[src/rtl/tmr_irq_router.sv]
module tmr_irq_router #(
  parameter int NCH      = 4,
  parameter int NLINE    = 32,
  parameter int RTC_LINE = 8
) (
  input  logic                 clk,
  input  logic                 rst_n,
  input  logic [NCH-1:0]       ch_event,
  input  logic [NCH*16-1:0]    ch_cfg,
  input  logic                 glb_en,
  input  logic                 legacy_en,
  input  logic                 rtc_irq,
  input  logic                 sts_wr,
  input  logic [NCH-1:0]       sts_wdata,
  output logic [NLINE-1:0]     irq_out,
  output logic [NCH-1:0]       sts_rd
);
  localparam int CFGW  = 16;
  localparam int RW    = $clog2(NLINE);
  localparam int B_LVL = 1;
  localparam int B_EN  = 2;
  localparam int B_RT  = 9;
  localparam int B_MSG = 14;

  logic [NCH-1:0] sts_q, pls_q, lvl, act;
  logic [RW-1:0]  eroute [NCH];

  for (genvar c = 0; c < NCH; c++) begin : g_ch
    logic [CFGW-1:0] cfg;
    assign cfg = ch_cfg[c*CFGW +: CFGW];
    assign lvl[c] = cfg[B_LVL];
    assign act[c] = glb_en & cfg[B_EN] & ~cfg[B_MSG];
    if (c == 0) begin : g_l0
      assign eroute[c] = legacy_en ? RW'(0) : cfg[B_RT +: RW];
    end else if (c == 1) begin : g_l1
      assign eroute[c] = legacy_en ? RW'(RTC_LINE) : cfg[B_RT +: RW];
    end else begin : g_rt
      assign eroute[c] = cfg[B_RT +: RW];
    end

    always_ff @(posedge clk or negedge rst_n) begin
      if (!rst_n) begin
        sts_q[c] <= 1'b0;
        pls_q[c] <= 1'b0;
      end else if (!act[c]) begin
        sts_q[c] <= 1'b0;
        pls_q[c] <= 1'b0;
      end else begin
        pls_q[c] <= ch_event[c] & ~lvl[c];
        if (ch_event[c])                sts_q[c] <= lvl[c];
        else if (sts_wr && sts_wdata[c]) sts_q[c] <= 1'b0;
      end
    end

    // status only rises from a level event
    a_r1_rise_src: assert property (@(posedge clk) disable iff (!rst_n)
      $rose(sts_q[c]) |-> $past(ch_event[c] & lvl[c]));
    // an edge event leaves status clear
    a_r2_edge_nosts: assert property (@(posedge clk) disable iff (!rst_n)
      (ch_event[c] && !lvl[c]) |=> !sts_q[c]);
  end

  always_comb begin
    irq_out = '0;
    for (int c = 0; c < NCH; c++)
      if (sts_q[c] | pls_q[c]) irq_out[eroute[c]] = 1'b1;
    if (!legacy_en && rtc_irq) irq_out[RTC_LINE] = 1'b1;
  end

  assign sts_rd = sts_q;

  a_r5_glb_off: assert property (@(posedge clk) disable iff (!rst_n)
    !glb_en |=> (sts_q == '0 && pls_q == '0));
  a_r6_w1c: assert property (@(posedge clk) disable iff (!rst_n)
    (sts_wr && ch_event == '0) |=> ((sts_q & $past(sts_wdata)) == '0));
  a_r7_rtc_pass: assert property (@(posedge clk) disable iff (!rst_n)
    (!legacy_en && rtc_irq) |-> irq_out[RTC_LINE]);
endmodule

[config.mk]
export PLATFORM = sky130hd
export DESIGN_NAME = tmr_irq_router
export DESIGN_NICKNAME = d
export VERILOG_FILES = /design/src/rtl/tmr_irq_router.sv
export SDC_FILE = /design/constraint.sdc
export NUM_CORES = 1
export LEC_CHECK = 0
export ABC_AREA = 1
export BUFFER_PORTS_ARGS = -buffer_cell sky130_fd_sc_hd__buf_2
export CAP_MARGIN = 25
export CORE_MARGIN = 2
export CORE_UTILIZATION = 40
export DETAILED_ROUTE_END_ITERATION = 8
export GPL_TIMING_DRIVEN = 0
export PLACE_DENSITY = 0.86
export REMOVE_ABC_BUFFERS = 1
export SYNTH_ARGS = -nofsm -noshare
export SYNTH_HDL_FRONTEND = slang
export SYNTH_SLANG_ARGS = --single-unit
[constraint.sdc]
create_clock -name clk -period 1.1 [get_ports clk]
set_input_delay 0.055 -clock clk [delete_from_list [all_inputs] [get_ports clk]]
set_output_delay 0.055 -clock clk [all_outputs]
set_load 0.05 [all_outputs]
* Word level (Yosys, flattened, before mapping)
Cells that the tools add are included.
Storage, ports and cells: register bits after elaboration 8, logic and storage cells 88, output and inout port bits 36, bits of input ports 78
Operators by class: reductions and logical operators 10, equal/unequal tests 4, mux-type cells 31, bitwise gates (word level) 27, order comparisons 8
Operators by type and width (count):
- 32-bit two-way mux | 4
- 32-bit OR | 3
- 5-bit by 6-bit less-than comparator with 1-bit output (second input constant) | 4
- 1-bit two-way mux | 21
- 1-bit demux with 5-bit select | 4
- 5-bit by 1-bit >= comparator with 1-bit output (second input constant) | 4
- 1-bit AND | 12
- 3-bit by 2-bit inequality test with 1-bit output (second input constant) | 4
- 5-bit two-way mux | 2
- 1-bit logical AND | 9
- 1-bit NOT | 8
- 1-bit OR | 4
- 1-bit zero test | 1

* Logic depth before layout (Yosys ltp)
Gate-level depths: netlist of the first run.
word-level depth 13, depth in mapped cells 7, gate-level depth less buffers 7

* Worst setup path before layout of the first run
No wires, ideal clock.
path type reg2out, start register sts_q[1] (netlist: sts_rd[1]), end output port irq_out[13], data required time 1.045 ns, path slack -0.591 ns, data arrival time 1.636 ns, cell stages (with the launch flop) 5, buffers on the path 0, path through dfrtp_1 > nor2_1 > nor3_2 > nand2_1 > nand3_1
On the way: cells in the longest elaborated chain, start to end 6
RTL lines:
- from (decl) | RTL line 25 | logic [NCH-1:0] sts_q, pls_q, lvl, act;
- from (signal, indexed assignment) | RTL line 50 | if (ch_event[c]) sts_q[c] <= lvl[c];
- 1-bit OR (*) | RTL line 66 | if (sts_q[c] | pls_q[c]) irq_out[eroute[c]] = 1'b1;
- 32-bit two-way mux (*) | RTL line 66
- 32-bit OR (no source line)
- 32-bit two-way mux (*) | RTL line 66
- 32-bit OR (no source line)
- 32-bit two-way mux (*) | RTL line 66
- to (decl) | RTL line 15 | output logic [NLINE-1:0] irq_out,
Mark *: on every way between the ends. The rest lies on a longest branch, timed or not.

* Worst setup path after layout of the first run
start register pls_q[3], end output port irq_out[26]
On the way: cells in the longest elaborated chain, start to end 2
RTL lines:
- from (decl) | RTL line 25
- from (signal, indexed assignment) | RTL line 49 | pls_q[c] <= ch_event[c] & ~lvl[c];
- 1-bit OR | RTL line 66
- 32-bit two-way mux | RTL line 66
No other way between the ends.

==> flow_summary.toml, run 1 <==
[detailed_routing]
routedWlPerCell_microns = 18.4
vias = 3187
drt_wl_total_mm = 9.54
drt-pass1-iter-count = 7
drt-initial-drc-count = 453
ant_nets = 0
via_per_inst = 6.14
post-route-drc-count = 0

[yosys]
synthArstFlopShare = 1.00
synth_flop_cell = "dfrtp_1"
synth.cell_area_sq_um = 1700
yosysTopAreaCellShare = 0.285
syn_inst = 369
ys_warn_count = 0
synth-edff-count = 0
synthTopCellsByArea = "nor2_1 (28%), nand2_1 (24%), nand3_1 (15%), dfrtp_1 (12%), inv_1 (9.5%)"
postSynthAreaPerCell_sq_um = 4.61
yosysMostFrequentCell = "nor2_1"
ys_seq_area_frac = 0.118
synth_common_cells = "nor2_1 (129), nand2_1 (108), nand3_1 (51)"
synth-seq-cells = 8
yosysTopAreaCell = "nor2_1"
synth_cell_types = 14

[sta]
fin_skew_ns = 0
finalCritPeriodShare = 1.47
tns_ns = -13.44
hold_viol_final = 0
max_freq_mhz = 619
worstMarginPinSlew_ns = 0.476
setup_violations = 33
fin_crit_ns = 1.62
maxSlewViolCount = 0
rsz0062_at_grt = "true"
relSlewSlack = 0.682
setup_ws_ns = -0.516

[floorplan]
dieArea_sq_um = 4790
io_pins = 114
rows = 23
die_y_microns = 69.2
start_util = 0.419
design.core.area_sq_um = 4060
die_w_microns = 69.2

[global_route]
grt_first_pass_wirelength_mm = 12.5
grt_max_degree = 13
antenna_found_initial = 0
track_usage = 0.309
overflow = 0
first_global_vias = 2803

[setup_path]
worstSetupPathType = "flip-flop to output pin"
path_cells = "inv_2 -> nand2_8 -> nand2_8 -> nor2_1 -> nor2_2 -> nand3_2 -> buf_8"
startpoint_type = "flip-flop"
cp-end-kind = "output pin"
cp_max_fo = 8
cpMostUsedCell = "nand2_8"
cp_slowest_cell = "dfrtp_1"
cp_slowest_stage_delay_ns = 0.40
required_ns = 1.04
arrival_ns = 1.56

[clocking]
cts_root_buffer = "clkbuf_8"
cts_buffer_depth = 2
cts.sinks = 8
cts_buffers = 3
clk_latency_ns = 0.24
clk_pin_slew_worst_paths_ns = 0.05
cts_tree = "done"
h-tree-depth = 1

[layout]
ff_latch_area_sq_um = 200
area_growth_pct = 87.5
final_nets = 549
drive_gt1_frac = 0.463
multi_input_comb_area_sq_um = 1850
n_fill_cell = 251
post-route-cell-area_sq_um = 3190
finalNonFillerCells = 519
antenna_cells = 0

[placed_design]
gp_congestion = 0.934
dp_slack_ns = -0.407
numPortBuffers = 81
placed_cells_incl_taps = 499
placed_area_sq_um = 2160
dp_hpwl_mm = 4.94

[pwr]
p_per_area_nw_per_um2 = 410
peakVddDrop_uv = 695
cellLeakagePower_nw = 1.69
finalPower_mw = 1.31

[status]
violations = "negative setup slack"
status = "finished with violations"

[job]
max_cap_viol_count = 0

[min_path]
hold_path.class = "input pin to flip-flop"
[worst max-delay path, delay by kind of cell (launching register included)]
family                 cells  cell delay (ns)
buffers and inverters      2             0.28
AND/OR/NAND/NOR            5             0.64
flip-flops                 1             0.40
[path summary, 6_finish.rpt]
path | start | endpoint | slack [ns] | depth (start not counted)
min in group asynchronous | rst_n | sts_rd[2] | 0.21 | 2
setup reg to reg | sts_rd[3] | sts_rd[3] | 0.02 | 4
hold reg to reg | sts_rd[0] | sts_rd[0] | 0.79 | 3
max in group asynchronous | rst_n | sts_rd[0] | 0.69 | 2
hold / removal | ch_cfg[17] | pls_q[1] | 0.01 | 2
setup / recovery | pls_q[3] | irq_out[26] | -0.52 | 7
[power by group]
group          total, mW  switching (mW)  internal, mW  leakage, nW
combinational      0.603           0.409         0.194         1.56
sequential         0.307         0.00621         0.301        0.111
clock              0.398           0.157         0.241       0.0216
total               1.31           0.572         0.735         1.69
[routing by layer]
metal | up-vias | track usage | wire length, microns
li1 | 1340 | - | -
met1 | 1405 | 0.370 | 3270
met2 | 329 | 0.527 | 4330
met3 | 113 | 0.0712 | 1140
met4 | 0 | 0.135 | 798
met5 | - | 0 | 0
[area by class of cell]
class | instances | area share
clock buffers | 3 | 0.0129
inverters | 46 | 0.0557
multi-input cells | 314 | 0.580
flip-flops and latches | 8 | 0.0627
well taps | 50 | 0.0196
repair buffers | 98 | 0.269
[per-stage QoR]
step,hold WS [ns],utilization
finish,0.0134,0.786
global route,0.0176,0.786
detailed placement,-0.0845,0.532
global placement,-0.0984,0.532
CTS,0.0187,0.700
floorplan,-0.241,-
[state kept, by name, indices dropped and copies added, names as in the netlist]
register  cells
sts_rd        4
pls_q         4
[cells by family after synthesis]
logic type	count (synthesis)	synth area share
AOI/OAI and AO/OA	5	0.0147
buffers and inverters	47	0.108
and+or+nand+nor	309	0.760
DFF	8	0.118
[cells in the final DEF (no fill, tap or decap), types with 3 or more instances in the layout]
master         synthesis  final
a21oi_1                5      5
buf_2                  0     46
buf_4                  0      8
buf_6                  1     19
buf_8                  0     19
clkbuf_8               0      3
dfrtp_1                8      8
dlygate4sd3_1          0      4
inv_1                 43     36
inv_2                  3      8
nand2_1              108     85
nand2_2                1     13
nand2_4                0      3
nand2_8                0      8
nand3_1               51     22
nand3_2                0     27
nand3b_1               4      4
nor2_1               129     80
nor2_2                 4     43
nor2_4                 0     10
nor3_1                 8      8
nor3_4                 1      4
[what timing repair did]
| action | 4_1_cts | 5_1_grt |
|---|---|---|
| hold buffers | 4 | 0 |
| hold endpoints to repair | 11 | 0 |
| setup buffers | 11 | 2 |
| pin swaps | 51 | 52 |
| setup endpoints to repair | 32 | 35 |
| resized for setup | 144 | 92 |
Note: power is estimated with default switching activity, not from simulation.
==> run 2: changes to the inputs <==
- SKIP_CTS_REPAIR_TIMING: not set -> 1
- clock period: 1.1 -> 1.6 ns (I/O delays scaled with it)
==> run 2 against run 1 <==
  * The flow now finishes without violations
  * First-iteration DRC count decreased by 33%
  * Via count decreased by 15%
  * Power decreased by 39%
  * Count of clock-buffer cells in the layout unchanged
  * Sequential cell count unchanged
  * Clock skew unchanged
  * Critical path type unchanged
  * Largest cell class unchanged
  * Highest routed layer unchanged
==> flow_summary.toml, run 2 (synthesis results as in run 1) <==
[floorplan]
dieArea_sq_um = 4790
rows = 23
start_util = 0.419
die_w_microns = 69.2
die_y_microns = 69.2
design.core.area_sq_um = 4060
io_pins = 114

[setup_path]
worstSetupPathType = "flip-flop to output pin"
cp_max_fo = 6
ff2ff_setup_slack_ns = 0.70
required_ns = 1.52
cp-end-kind = "output pin"
arrival_ns = 1.50
timing.rr.start = "sts_rd[1]"
reg2regPathDepth = 3
startpoint_type = "flip-flop"
worstReg2RegEnd = "sts_rd[1]"

[detailed_routing]
via_per_inst = 5.30
routedWlPerCell_microns = 13.0
ant_nets = 0
drt-pass1-iter-count = 5
vias = 2699
drt-initial-drc-count = 302
post-route-drc-count = 0
drt_wl_total_mm = 6.59

[sta]
maxSlewViolCount = 0
relSlewSlack = 0.775
setup_violations = 0
tns_ns = 0
setup_ws_ns = 0.0178
worstMarginPinSlew_ns = 0.336
hold_viol_final = 0
finalCritPeriodShare = 0.989
fin_skew_ns = 0
fin_crit_ns = 1.58
max_freq_mhz = 632

[min_path]
min_from = "ch_cfg[33]"
min_delay_path_depth = 2
hold_path.class = "input pin to flip-flop"
hold_end = "pls_q[2]"

[clocking]
cts_buffers = 3
cts_tree = "done"
cts_buffer_depth = 2
clk_latency_ns = 0.23
h-tree-depth = 1
clk_pin_slew_worst_paths_ns = 0.05
cts.sinks = 8
cts_root_buffer = "clkbuf_8"

[layout]
final_nets = 539
post-route-cell-area_sq_um = 2530
final_cell_mix = "nor2_1 (126), nand2_1 (96), buf_2 (52)"
antenna_cells = 0
area_growth_pct = 48.5
layout_commonest_cell = "nor2_1"
drive_gt1_frac = 0.266
finalNonFillerCells = 509

[global_route]
antenna_found_initial = 0
first_global_vias = 2368
track_usage = 0.258
grt_first_pass_wirelength_mm = 10.5
overflow = 0
grt_max_degree = 13

[placed_design]
placed_cells_incl_taps = 499
numPortBuffers = 81
dp_hpwl_mm = 4.94
gp_congestion = 0.934
dp_slack_ns = 0.0434
placed_area_sq_um = 2160

[job]
max_cap_viol_count = 0

[status]
status = "complete, no violations"

[pwr]
cellLeakagePower_nw = 1.42
p_per_area_nw_per_um2 = 315
peakVddDrop_uv = 505
run 2: cell count changes in the layout (fill, tap and decap cells not counted), moves of 6 or more:
cell | before | now
nand2_1 | 85 | 96
buf_4 | 8 | 16
buf_8 | 19 | 0
buf_6 | 19 | 12
nor2_2 | 43 | 4
nor2_1 | 80 | 126
nor2_4 | 10 | 3
nand2_2 | 13 | 3
nand3_2 | 27 | 2
nand2_4 | 3 | 9
nand2_8 | 8 | 1
buf_2 | 46 | 52
nand3_1 | 22 | 49
run 2: area by class of cell:
cell class | count | area [sq um]
Clock buffer | 3 | 41.3
Multi-Input combinational cell | 314 | 1460
Fill cell | 377 | 1530
Inverter | 46 | 173
Timing Repair Buffer | 88 | 591
Sequential cell | 8 | 201
Tap cell | 50 | 62.6
run 2: power by group:
part / switching, mW / internal, mW / leakage, nW
logic: 0.229 / 0.106 / 1.29
clock network: 0.0874 / 0.164 / 0.0216
registers: 0.00418 / 0.207 / 0.109
total: 0.320 / 0.477 / 1.42
run 2: critical path, cell delays in order (launching register included):
cell and delay (ns):
dfrtp_1 0.39, inv_1 0.10, nand2_4 0.10, nand2_4 0.11
nor2_1 0.05, nor2_1 0.17, nand3_1 0.13, buf_4 0.21
run 2: metal layers:
layer	wire length, microns	global-route usage	vias up
met1	2610	0.337	1206
met4	145	0.0610	0
met3	609	0.0465	20
met2	3230	0.438	156
li1	-	-	1317
met5	0	0	-
run 2: worst max-delay path by stage:
| stage | slack [ns] | to | from |
|---|---|---|---|
| 2_1_floorplan | -0.12 | irq_out[13] | sts_rd[1] |
| 3_3_place_gp | 0.04 | irq_out[13] | legacy_en |
| 3_5_place_dp | 0.04 | irq_out[13] | legacy_en |
| 4_1_cts | -0.15 | irq_out[13] | sts_rd[0] |
| 5_1_grt | -0.05 | irq_out[22] | sts_rd[1] |
| 6_report | 0.02 | irq_out[15] | sts_rd[3] |
run 2: stage by stage:
stage	power [mW]	utilization	hold slack, ns
CTS	0.749	0.542	-0.303
floorplan	0.382	-	-0.216
global route	0.846	0.623	0.0266
global placement	0.495	0.532	-0.0734
finish	0.797	0.623	0.0160
detailed placement	0.502	0.532	-0.0595
==> run 3: changes to the inputs <==
- CAP_MARGIN: 25 -> not set
- SETUP_SLACK_MARGIN: not set -> 0.5
- clock period: 1.6 -> 1.82 ns (I/O delays scaled with it)
==> run 3 against run 2 <==
  * Critical endpoint is now irq_out[30]
  * Non-clock buffer count grew 3
  * Design area is 14% higher
  * Largest power group unchanged
  * Clock power fell by 14%
  * Sequential power shrank 12%
  * Count of clock-buffer cells in the layout is the same
  * Setup slack gained 0.19 ns
  * Power fell by 8.8%
  * Cell count rose by 0.59%
  * Sequential cell count is the same
==> flow_summary.toml, run 3 (synthesis results as in run 1) <==
[status]
status = "complete, no violations"

[sta]
worstMarginPinSlew_ns = 0.366
relSlewSlack = 0.755
setup_violations = 0
maxSlewViolCount = 0
finalCritPeriodShare = 0.886
max_freq_mhz = 620
fin_crit_ns = 1.61
hold_viol_final = 0
tns_ns = 0
hold_ws_ns = 0.0306
rsz0062_at_grt = "true"
fin_skew_ns = 0

[placed_design]
numPortBuffers = 81
gp_congestion = 0.934
placed_area_sq_um = 2160
dp_hpwl_mm = 4.94

[floorplan]
rows = 23
start_util = 0.419
io_pins = 114
die_y_microns = 69.2
die_w_microns = 69.2
dieArea_sq_um = 4790
design.core.area_sq_um = 4060

[setup_path]
ff2ff_setup_slack_ns = 0.90
startpoint_type = "flip-flop"
reg2regPathDepth = 3
required_ns = 1.73
timing.rr.start = "sts_rd[1]"
arrival_ns = 1.52
worstSetupPathType = "flip-flop to output pin"
cp_max_fo = 8
worstReg2RegEnd = "sts_rd[1]"
cp-end-kind = "output pin"

[global_route]
track_usage = 0.258
first_global_vias = 2368
overflow = 0
grt_first_pass_wirelength_mm = 10.5
antenna_found_initial = 0
grt_max_degree = 13

[detailed_routing]
post-route-drc-count = 0
routedWlPerCell_microns = 14.5
drt_wl_total_mm = 7.44
via_per_inst = 5.47
drt-initial-drc-count = 427
vias = 2803
drt-pass1-iter-count = 7
ant_nets = 0

[layout]
final_cell_mix = "nor2_1 (105), nand2_1 (95), buf_2 (50)"
drive_gt1_frac = 0.366
post-route-cell-area_sq_um = 2880
area_growth_pct = 69.4
final_nets = 542
layout_commonest_cell = "nor2_1"
n_fill_cell = 297
antenna_cells = 0

[min_path]
hold_path.class = "input pin to flip-flop"
hold_end = "pls_q[2]"
min_from = "ch_cfg[33]"
min_delay_path_depth = 2

[clocking]
h-tree-depth = 1
cts_buffer_depth = 2
cts.sinks = 8
clk_pin_slew_worst_paths_ns = 0.04
cts_buffers = 3
clk_latency_ns = 0.23
cts_root_buffer = "clkbuf_8"
cts_tree = "done"

[pwr]
p_per_area_nw_per_um2 = 252
switching_power_mw = 0.298
p_comb_frac = 0.445
cellLeakagePower_nw = 1.54
pwr-share-clk = 0.299
power_switching_share = 0.410
power_frac_seq = 0.256
peakVddDrop_uv = 396
internal_power_mw = 0.429

[job]
max_cap_viol_count = 0
==> run 3: per-layer routing <==
metal	vias up	part of all wire	GRT usage
met5	-	0	0
met4	0	0.028	0.0610
met3	30	0.10	0.0465
met2	214	0.50	0.438
met1	1231	0.36	0.337
li1	1328	-	-
==> run 3: worst max path at each step <==
stage,startpoint,endpoint,slack (ns),cells after the start
floorplan,sts_rd[1],irq_out[13],0.09,4
finish,sts_rd[1],irq_out[30],0.21,7
CTS,sts_rd[0],irq_out[13],0.05,5
global placement,legacy_en,irq_out[13],0.24,7
global route,sts_rd[1],irq_out[26],0.16,7
detailed placement,legacy_en,irq_out[13],0.24,7
==> run 3: metrics by stage <==
stage,utilization,power (mW),cells,setup slack (ns)
final,0.710,0.727,512,0.208
after detailed placement,0.532,0.441,499,0.241
after global placement,0.532,0.436,499,0.236
after floorplan,-,0.336,368,0.0929
after global routing,0.710,0.768,512,0.156
after CTS,0.542,0.659,502,0.0549
==> run 3: worst max-delay path, stage by stage, from the launching register on <==
cell	delay, ns
dfrtp_1	0.41
inv_1	0.10
nand2_2	0.10
nand2_2	0.06
nor2_4	0.23
nand2_1	0.11
nand3_2	0.10
buf_6	0.16
==> run 3: power by group through the flow <==
stage | Clock [mW] | Sequential [mW] | Combinational (mW)
2_1_floorplan | 0 | 0.195 | 0.141
3_3_place_gp | 0 | 0.187 | 0.248
3_5_place_dp | 0 | 0.188 | 0.254
4_1_cts | 0.218 | 0.185 | 0.256
5_1_grt | 0.231 | 0.186 | 0.350
6_report | 0.217 | 0.186 | 0.324
==> run 3: layout make-up <==
cell class | instances | area (sq um) | share of cell area
multi-input combinational | 314 | 1680 | 0.582
clock buffer | 3 | 41.3 | 0.0143
sequential | 8 | 201 | 0.0699
tap | 50 | 62.6 | 0.0217
inverter | 46 | 175 | 0.0608
timing repair buffer | 91 | 723 | 0.251
